===== src/rtl/nvm_prog_pkg.sv =====
package nvm_prog_pkg;

    localparam int WORD_W = 16;
    localparam logic [WORD_W-1:0] ERASED_WORD = '1;

    typedef enum logic [2:0] {
        CMD_UNLOCK   = 3'd0,
        CMD_LOCK     = 3'd1,
        CMD_CLR_WORD = 3'd2,
        CMD_PUT_WORD = 3'd3,
        CMD_CLR_ALL  = 3'd4,
        CMD_PUT_ALL  = 3'd5,
        CMD_RSV6     = 3'd6,
        CMD_RSV7     = 3'd7
    } cmd_e;

    typedef enum logic [1:0] {
        PH_IDLE,
        PH_ERASE,
        PH_PROG
    } phase_e;

    typedef struct packed {
        cmd_e              cmd;
        logic              bulk;
        logic              two_phase;
        logic [WORD_W-1:0] data;
    } job_t;

    function automatic logic is_program(cmd_e c);
        return (c == CMD_CLR_WORD) || (c == CMD_PUT_WORD) ||
               (c == CMD_CLR_ALL)  || (c == CMD_PUT_ALL);
    endfunction

    function automatic logic is_bulk(cmd_e c);
        return (c == CMD_CLR_ALL) || (c == CMD_PUT_ALL);
    endfunction

    function automatic logic needs_prog(cmd_e c);
        return (c == CMD_PUT_WORD) || (c == CMD_PUT_ALL);
    endfunction

endpackage


===== src/rtl/nvm_wen_latch.sv =====
module nvm_wen_latch (
    input  logic clk,
    input  logic rst,
    input  logic set_en,
    input  logic clr_en,
    output logic en_q
);
    always_ff @(posedge clk) begin
        if (rst)
            en_q <= 1'b0;
        else if (clr_en)
            en_q <= 1'b0;
        else if (set_en)
            en_q <= 1'b1;
    end

    // locked in the first cycle after reset
    a_r1_locked_after_reset: assert property (@(posedge clk)
        $fell(rst) |-> !en_q);
endmodule


===== src/rtl/nvm_phase_timer.sv =====
module nvm_phase_timer #(
    parameter int CNT_W = 8
) (
    input  logic             clk,
    input  logic             rst,
    input  logic             load,
    input  logic [CNT_W-1:0] load_val,
    output logic [CNT_W-1:0] cnt_q,
    output logic             zero
);
    always_ff @(posedge clk) begin
        if (rst)
            cnt_q <= '0;
        else if (load)
            cnt_q <= load_val;
        else if (cnt_q != '0)
            cnt_q <= cnt_q - 1'b1;
    end

    assign zero = (cnt_q == '0);

    // a running budget is never cut short by a new load
    a_r8_no_truncation: assert property (@(posedge clk) disable iff (rst)
        load |-> (cnt_q == '0));
endmodule


===== src/rtl/nvm_word_array.sv =====
module nvm_word_array
    import nvm_prog_pkg::*;
#(
    parameter int ADDR_W = 6
) (
    input  logic              clk,
    input  logic              rst,
    input  logic              we,
    input  logic [ADDR_W-1:0] waddr,
    input  logic [WORD_W-1:0] wdata,
    input  logic [ADDR_W-1:0] raddr,
    output logic [WORD_W-1:0] rdata
);
    localparam int DEPTH = 1 << ADDR_W;

    logic [WORD_W-1:0] mem_q [DEPTH];

    always_ff @(posedge clk) begin
        if (rst) begin
            for (int i = 0; i < DEPTH; i++)
                mem_q[i] <= ERASED_WORD;
            rdata <= ERASED_WORD;
        end else begin
            if (we)
                mem_q[waddr] <= wdata;
            rdata <= mem_q[raddr];
        end
    end
endmodule


===== src/rtl/nvm_prog_seq.sv =====
module nvm_prog_seq
    import nvm_prog_pkg::*;
#(
    parameter int ADDR_W  = 6,
    parameter int T_WORD  = 50,
    parameter int T_ERALL = 150,
    parameter int T_WRALL = 200
) (
    input  logic              clk,
    input  logic              rst,
    input  logic              req_valid,
    input  logic [2:0]        req_cmd,
    input  logic [ADDR_W-1:0] req_addr,
    input  logic [WORD_W-1:0] req_data,
    input  logic [ADDR_W-1:0] rd_addr,
    output logic [WORD_W-1:0] rd_data,
    output logic              busy,
    output logic              arr_we,
    output logic [ADDR_W-1:0] arr_addr,
    output logic [WORD_W-1:0] arr_data
);
    localparam int DEPTH = 1 << ADDR_W;
    localparam int CNT_W = $clog2(T_WRALL + 1);
    localparam logic [CNT_W-1:0] SWEEP_LIM   = CNT_W'(DEPTH);
    localparam logic [CNT_W-1:0] LD_WORD     = CNT_W'(T_WORD - 1);
    localparam logic [CNT_W-1:0] LD_WORD_ER  = CNT_W'(T_WORD / 2 - 1);
    localparam logic [CNT_W-1:0] LD_WORD_PG  = CNT_W'(T_WORD - T_WORD / 2 - 1);
    localparam logic [CNT_W-1:0] LD_ALL_ER   = CNT_W'(T_ERALL - 1);
    localparam logic [CNT_W-1:0] LD_WALL_ER  = CNT_W'(T_WRALL / 2 - 1);
    localparam logic [CNT_W-1:0] LD_WALL_PG  = CNT_W'(T_WRALL - T_WRALL / 2 - 1);
    localparam logic [ADDR_W-1:0] TOP_ADDR   = ADDR_W'(DEPTH - 1);

    cmd_e              cmd_in;
    phase_e            phase_q, phase_d;
    job_t              job_q;
    logic [ADDR_W-1:0] addr_q;
    logic              idle, take, launch, en_q;
    logic              tmr_load, tmr_zero;
    logic [CNT_W-1:0]  tmr_val, tmr_cnt;
    logic [CNT_W-1:0]  first_ld, second_ld;
    logic              in_sweep;
    logic [ADDR_W-1:0] sweep_addr;

    assign cmd_in = cmd_e'(req_cmd);
    assign idle   = (phase_q == PH_IDLE);
    assign busy   = !idle;
    assign take   = req_valid && idle;
    assign launch = take && en_q && is_program(cmd_in);

    nvm_wen_latch u_latch (
        .clk    (clk),
        .rst    (rst),
        .set_en (take && (cmd_in == CMD_UNLOCK)),
        .clr_en (take && (cmd_in == CMD_LOCK)),
        .en_q   (en_q)
    );

    nvm_phase_timer #(.CNT_W(CNT_W)) u_timer (
        .clk      (clk),
        .rst      (rst),
        .load     (tmr_load),
        .load_val (tmr_val),
        .cnt_q    (tmr_cnt),
        .zero     (tmr_zero)
    );

    // Length of the opening (erase) phase for an incoming command
    always_comb begin
        case (cmd_in)
            CMD_CLR_WORD: first_ld = LD_WORD;
            CMD_PUT_WORD: first_ld = LD_WORD_ER;
            CMD_CLR_ALL:  first_ld = LD_ALL_ER;
            CMD_PUT_ALL:  first_ld = LD_WALL_ER;
            default:      first_ld = '0;
        endcase
    end

    // Length of the programming phase for the job in flight
    assign second_ld = job_q.bulk ? LD_WALL_PG : LD_WORD_PG;

    always_comb begin
        phase_d  = phase_q;
        tmr_load = 1'b0;
        tmr_val  = '0;
        case (phase_q)
            PH_IDLE: begin
                if (launch) begin
                    phase_d  = PH_ERASE;
                    tmr_load = 1'b1;
                    tmr_val  = first_ld;
                end
            end
            PH_ERASE: begin
                if (tmr_zero) begin
                    if (job_q.two_phase) begin
                        phase_d  = PH_PROG;
                        tmr_load = 1'b1;
                        tmr_val  = second_ld;
                    end else begin
                        phase_d = PH_IDLE;
                    end
                end
            end
            PH_PROG: begin
                if (tmr_zero)
                    phase_d = PH_IDLE;
            end
            default: phase_d = PH_IDLE;
        endcase
    end

    always_ff @(posedge clk) begin
        if (rst) begin
            phase_q <= PH_IDLE;
            job_q   <= '0;
            addr_q  <= '0;
        end else begin
            phase_q <= phase_d;
            if (launch) begin
                job_q.cmd       <= cmd_in;
                job_q.bulk      <= is_bulk(cmd_in);
                job_q.two_phase <= needs_prog(cmd_in);
                job_q.data      <= req_data;
                addr_q          <= req_addr;
            end
        end
    end

    // Write port: a single write at the end of a word phase, or an
    // ascending sweep over the last DEPTH cycles of a bulk phase.
    assign in_sweep   = (tmr_cnt < SWEEP_LIM);
    assign sweep_addr = TOP_ADDR - tmr_cnt[ADDR_W-1:0];
    assign arr_we     = busy && (job_q.bulk ? in_sweep : tmr_zero);
    assign arr_addr   = job_q.bulk ? sweep_addr : addr_q;
    assign arr_data   = (phase_q == PH_PROG) ? job_q.data : ERASED_WORD;

    nvm_word_array #(.ADDR_W(ADDR_W)) u_array (
        .clk   (clk),
        .rst   (rst),
        .we    (arr_we),
        .waddr (arr_addr),
        .wdata (arr_data),
        .raddr (rd_addr),
        .rdata (rd_data)
    );

    // a locked latch keeps program requests from starting
    a_r2_locked_no_start: assert property (@(posedge clk) disable iff (rst)
        (req_valid && !busy && !en_q && is_program(cmd_in)) |=> !busy);

    // the latch only drops after an accepted lock command
    a_r3_lock_only_by_cmd: assert property (@(posedge clk) disable iff (rst)
        $fell(en_q) |-> $past(req_valid && !busy && (req_cmd == 3'd1)));

    // the latch cannot change while an operation runs
    a_r8_latch_frozen: assert property (@(posedge clk) disable iff (rst)
        (busy && $past(busy)) |-> $stable(en_q));

    // writes only while busy, and busy falls right after the last write
    a_r9_write_inside_busy: assert property (@(posedge clk) disable iff (rst)
        arr_we |-> busy);
    a_r9_fall_after_write: assert property (@(posedge clk) disable iff (rst)
        $fell(busy) |-> $past(arr_we));
endmodule


===== config.mk =====
export PLATFORM = sky130hd
export DESIGN_NAME = nvm_prog_seq
export DESIGN_NICKNAME = d
export VERILOG_FILES = /design/src/rtl/nvm_prog_pkg.sv /design/src/rtl/nvm_wen_latch.sv /design/src/rtl/nvm_phase_timer.sv /design/src/rtl/nvm_word_array.sv /design/src/rtl/nvm_prog_seq.sv
export SDC_FILE = /design/constraint.sdc
export NUM_CORES = 2
export LEC_CHECK = 0
export BUFFER_PORTS_ARGS = -buffer_cell sky130_fd_sc_hd__buf_2
export CELL_PAD_IN_SITES_DETAIL_PLACEMENT = 0
export CELL_PAD_IN_SITES_GLOBAL_PLACEMENT = 2
export CORE_AREA = 3 3 320 322
export DETAILED_ROUTE_END_ITERATION = 10
export DIE_AREA = 0 0 323 325
export GPL_ROUTABILITY_DRIVEN = 0
export HOLD_SLACK_MARGIN = 0.05
export PLACE_DENSITY_LB_ADDON = 0.1
export RECOVER_POWER = 100
export SYNTH_ARGS = -nofsm -noshare
export SYNTH_HDL_FRONTEND = slang
export SYNTH_HIERARCHICAL = 1
export SYNTH_SLANG_ARGS = --single-unit

===== constraint.sdc =====
create_clock -name clk -period 8.6 [get_ports clk]
set_input_delay 1.72 -clock clk [delete_from_list [all_inputs] [get_ports clk]]
set_output_delay 1.72 -clock clk [all_outputs]
set_load 0.005 [all_outputs]

==> reports/qor.csv <==
stage,metric,value,unit
outcome,status,"complete, but fails checks",
outcome,failing checks,"max-capacitance violations, max-slew violations",
synthesis,"count leader, synth",edfxtp_1,
synthesis,Syn Nets,3506,
synthesis,Synth top area share,61.8,%
timing,unrepaired setup endpoints after global routing,no,
detailed_routing,drt wl/cell,30.2,um
timing,Least-Margin Pin Slew,3.41,ns
synthesis,ys flop type,edfxtp_1,
timing,Final Hold Fails,0,
synthesis,largest cells by area after synthesis,"edfxtp_1 62%, mux4_2 7.8%, or3_1 6.5%, or2_2 6.4%, mux2_2 3.6%",
worst_setup_path,crit path buf inv count,3,
clocking,CTS tree,yes,
grt,first-pass GRT wire length,209000,um
detailed_routing,# DRC,0,
grt,vias in the first global route,29595,
clocking,Post-CTS Hold Fix Bufs,0,
finish,Final Cell Area,54700,um2
worst_setup_path,"delay-heaviest family, CP",buffers and inverters,
pwr,PD cells,211,nW/um2
place,PortBufs,73,
floorplanning,IO Pins,74,
floorplanning,DIE WIDTH,323,um
floorplanning,row cnt,116,
worst_setup_path,CP Class,input port to register,
worst_setup_path,Worst R2R Setup Slack,2.19,ns
worst_setup_path,"Max FO, Critical Path",136,
worst_setup_path,crit-path cells,clkbuf_1 > and3b_1 > nand3b_1 > clkbuf_2 > o21bai_1 > clkbuf_1,
clocking,clk sinks,1075,
worst_setup_path,Critical Path AT,7.05,ns
floorplanning,CORE AREA,99900,um2
worst_setup_path,Crit-path slowest cell,clkbuf_2,
synthesis,"EDFF count, synth",1024,
grt,initial antenna violation count,6,
synthesis,Mean Syn Cell Area,14.3,um2
floorplanning,Initial Util,49.8,%
synthesis,Syn. warnings,6,
detailed_routing,vias post-DR,29711,
floorplanning,Die ar.,105000,um2
finish,Final Util,54.8,%
clocking,clock root buffer,clkbuf_16,
worst_setup_path,CP Capture Type,register,
worst_setup_path,worst setup path endpoint,u_array/mem_q[54][6]$_SDFFCE_PN1P_,
synthesis,cell taking the most area after synthesis,edfxtp_1,
worst_setup_path,worst r2r src,u_timer/cnt_q[3]$_SDFFE_PP0P_,
synthesis,sequential-to-total area share from yosys stat,63.9,%
clocking,cts repair resizes,0,
clocking,clock transition at the registers of the reported paths,0.06,ns
worst_setup_path,Critical Path Stages,6,
hold_path,HP Start,job_q[6]$_SDFFE_PP0N_,
timing,fin crit period,6.74,ns
finish,share of layout cells above drive strength 1,33.4,%
timing,fmax,148,MHz
hold_path,Min-Delay Path Class,register to register,
grt,largest net degree at the start of global routing,137,
synthesis,synthesized area,49700,um2
detailed_routing,Routed Antenna Nets,0,
timing,final worst-path cycle share,78.4,%
synthesis,distinct cell type count after synthesis,67,
place,dpl hpwl,82600,um
clocking,worst-skew pair later-pin latency,0.71,ns
worst_setup_path,crit-path max cell delay,2.19,ns
timing,Final setup viols,0,
worst_setup_path,CP required,8.91,ns
clocking,number of setup buffers added after CTS,0,
grt,Tot GR Track Use,27.5,%
finish,nets,3410,
grt,GR Overflow Total,0,
pwr,VDD IR-drop max,0.178,mV
detailed_routing,initial DRC count,3358,
synthesis,cell count after synthesis,3471,
timing,relative slew slack,-127,%
clocking,TritonCTS Buffers,119,
synthesis,Yosys reg bits,1075,
worst_setup_path,crit start category,input port,
worst_setup_path,Worst path most repeated cell,clkbuf_1,
detailed_routing,Pre-antenna DRT Iters,7,
clocking,CTS max path bufs,3,
timing,TNS Setup,0,ns
timing,clk_skew,0.0256,ns
synthesis,most frequent cells after synthesis,"1024 x edfxtp_1, 513 x or3_1, 510 x or2_2",
clocking,H-tree Lvls,3,
job,max cap viols,14,
detailed_routing,WL final,145000,um
pwr,leakage power,0.0131,uW
finish,Area Overhead vs Synth,10.0,%
floorplanning,DIE HEIGHT,325,um
synthesis,"FFs w/ async S/R, synth",0,%
worst_setup_path,R2R Path End,u_array/mem_q[29][11]$_SDFFCE_PN1P_,
timing,final count of pins violating max slew,550,
place,placed instance area,51000,um2
detailed_routing,Vias/cell,6.21,
worst_setup_path,Worst Setup SP,rst,
worst_setup_path,r2r worst-path depth,10,
worst min-delay path by stage:
stage,end,slack (ns),cells after the start
5_1_grt,job_q[6]$_SDFFE_PP0N_,0.49,2
2_1_floorplan,job_q[11]$_SDFFE_PP0N_,0.44,2
3_3_place_gp,job_q[9]$_SDFFE_PP0N_,0.45,2
3_5_place_dp,job_q[14]$_SDFFE_PP0N_,0.46,2
6_report,job_q[6]$_SDFFE_PP0N_,0.47,2
4_1_cts,job_q[6]$_SDFFE_PP0N_,0.47,2
worst reg2reg max path: stages, from the launching register on:
cell and delay (ns):
dfxtp_1 0.36, nor4_1 0.65, and4bb_1 0.59, a21oi_1 0.16, nor2_1 0.23, or3b_1 0.49, inv_1 0.11, nand3_1 1.21
buf_4 0.94, o21bai_1 0.38, clkbuf_1 0.92
cell type report:
class | instances | area [um2]
Antenna cell | 3 | 7.51
Inverter | 8 | 30.0
Clock buffer | 142 | 3100
Tap cell | 1298 | 1620
Multi-Input combinational cell | 2003 | 16300
Clock inverter | 86 | 903
Sequential cell | 1075 | 31800
Fill cell | 8067 | 45100
Timing Repair Buffer | 168 | 932
placed cells by master, fill, tap and decap left out, types with 54 or more instances in the layout:
| cell | n |
|---|---|
| clkbuf_16 | 120 |
| or2_2 | 510 |
| nand2_1 | 109 |
| o22ai_1 | 58 |
| nand2b_1 | 84 |
| mux2_2 | 160 |
| mux4_2 | 173 |
| or3_1 | 513 |
| mux2i_1 | 56 |
| buf_4 | 54 |
| clkbuf_1 | 84 |
| edfxtp_1 | 1024 |
where the power goes:
| part | switching (uW) | total, uW | internal [uW] |
|---|---|---|---|
| logic | 394 | 562 | 168 |
| registers | 38.6 | 5790 | 5750 |
| clock network | 2110 | 5190 | 3080 |
| total | 2540 | 11500 | 8990 |
through the flow:
stage	std cells	hold slack, ns	total power, uW	setup slack [ns]
global route	4780	0.485	11900	1.73
detailed placement	4552	0.461	6470	3.38
finish	4783	0.471	11500	1.86
floorplan	3471	0.444	6260	4.70
CTS	4780	0.473	11600	3.80
global placement	4552	0.453	6460	3.31
kinds of logic (layout without fill, tap and decap cells):
kind of cell,Yosys count,count (layout),share of synthesized area (%)
simple gates,1362,1362,16.6
flops,1075,1075,63.9
buf+inv,393,404,3.33
mux,389,389,12.6
compound gates,247,247,3.54
xor+xnor,4,4,0.0705
fa+ha+maj,1,1,0.0252
other cells,0,3,0
state kept, by name, summed over array words and instances, names as in the netlist:
name           count
job_q             18
u_array/mem_q   1024
u_array/rdata     16
phase_q            2
u_latch/en_q       1
u_timer/cnt_q      8
addr_q             6
metal layers:
metal	share of wire [%]	GRT usage, %	up-vias	wire length (um)
met5	0	0	-	0
met4	2.6	7.89	0	3820
met3	9.2	6.53	181	13200
met2	46	41.0	1218	65800
met1	43	40.4	15443	61700
li1	-	-	12869	-
(Power assumes the default switching activity.)
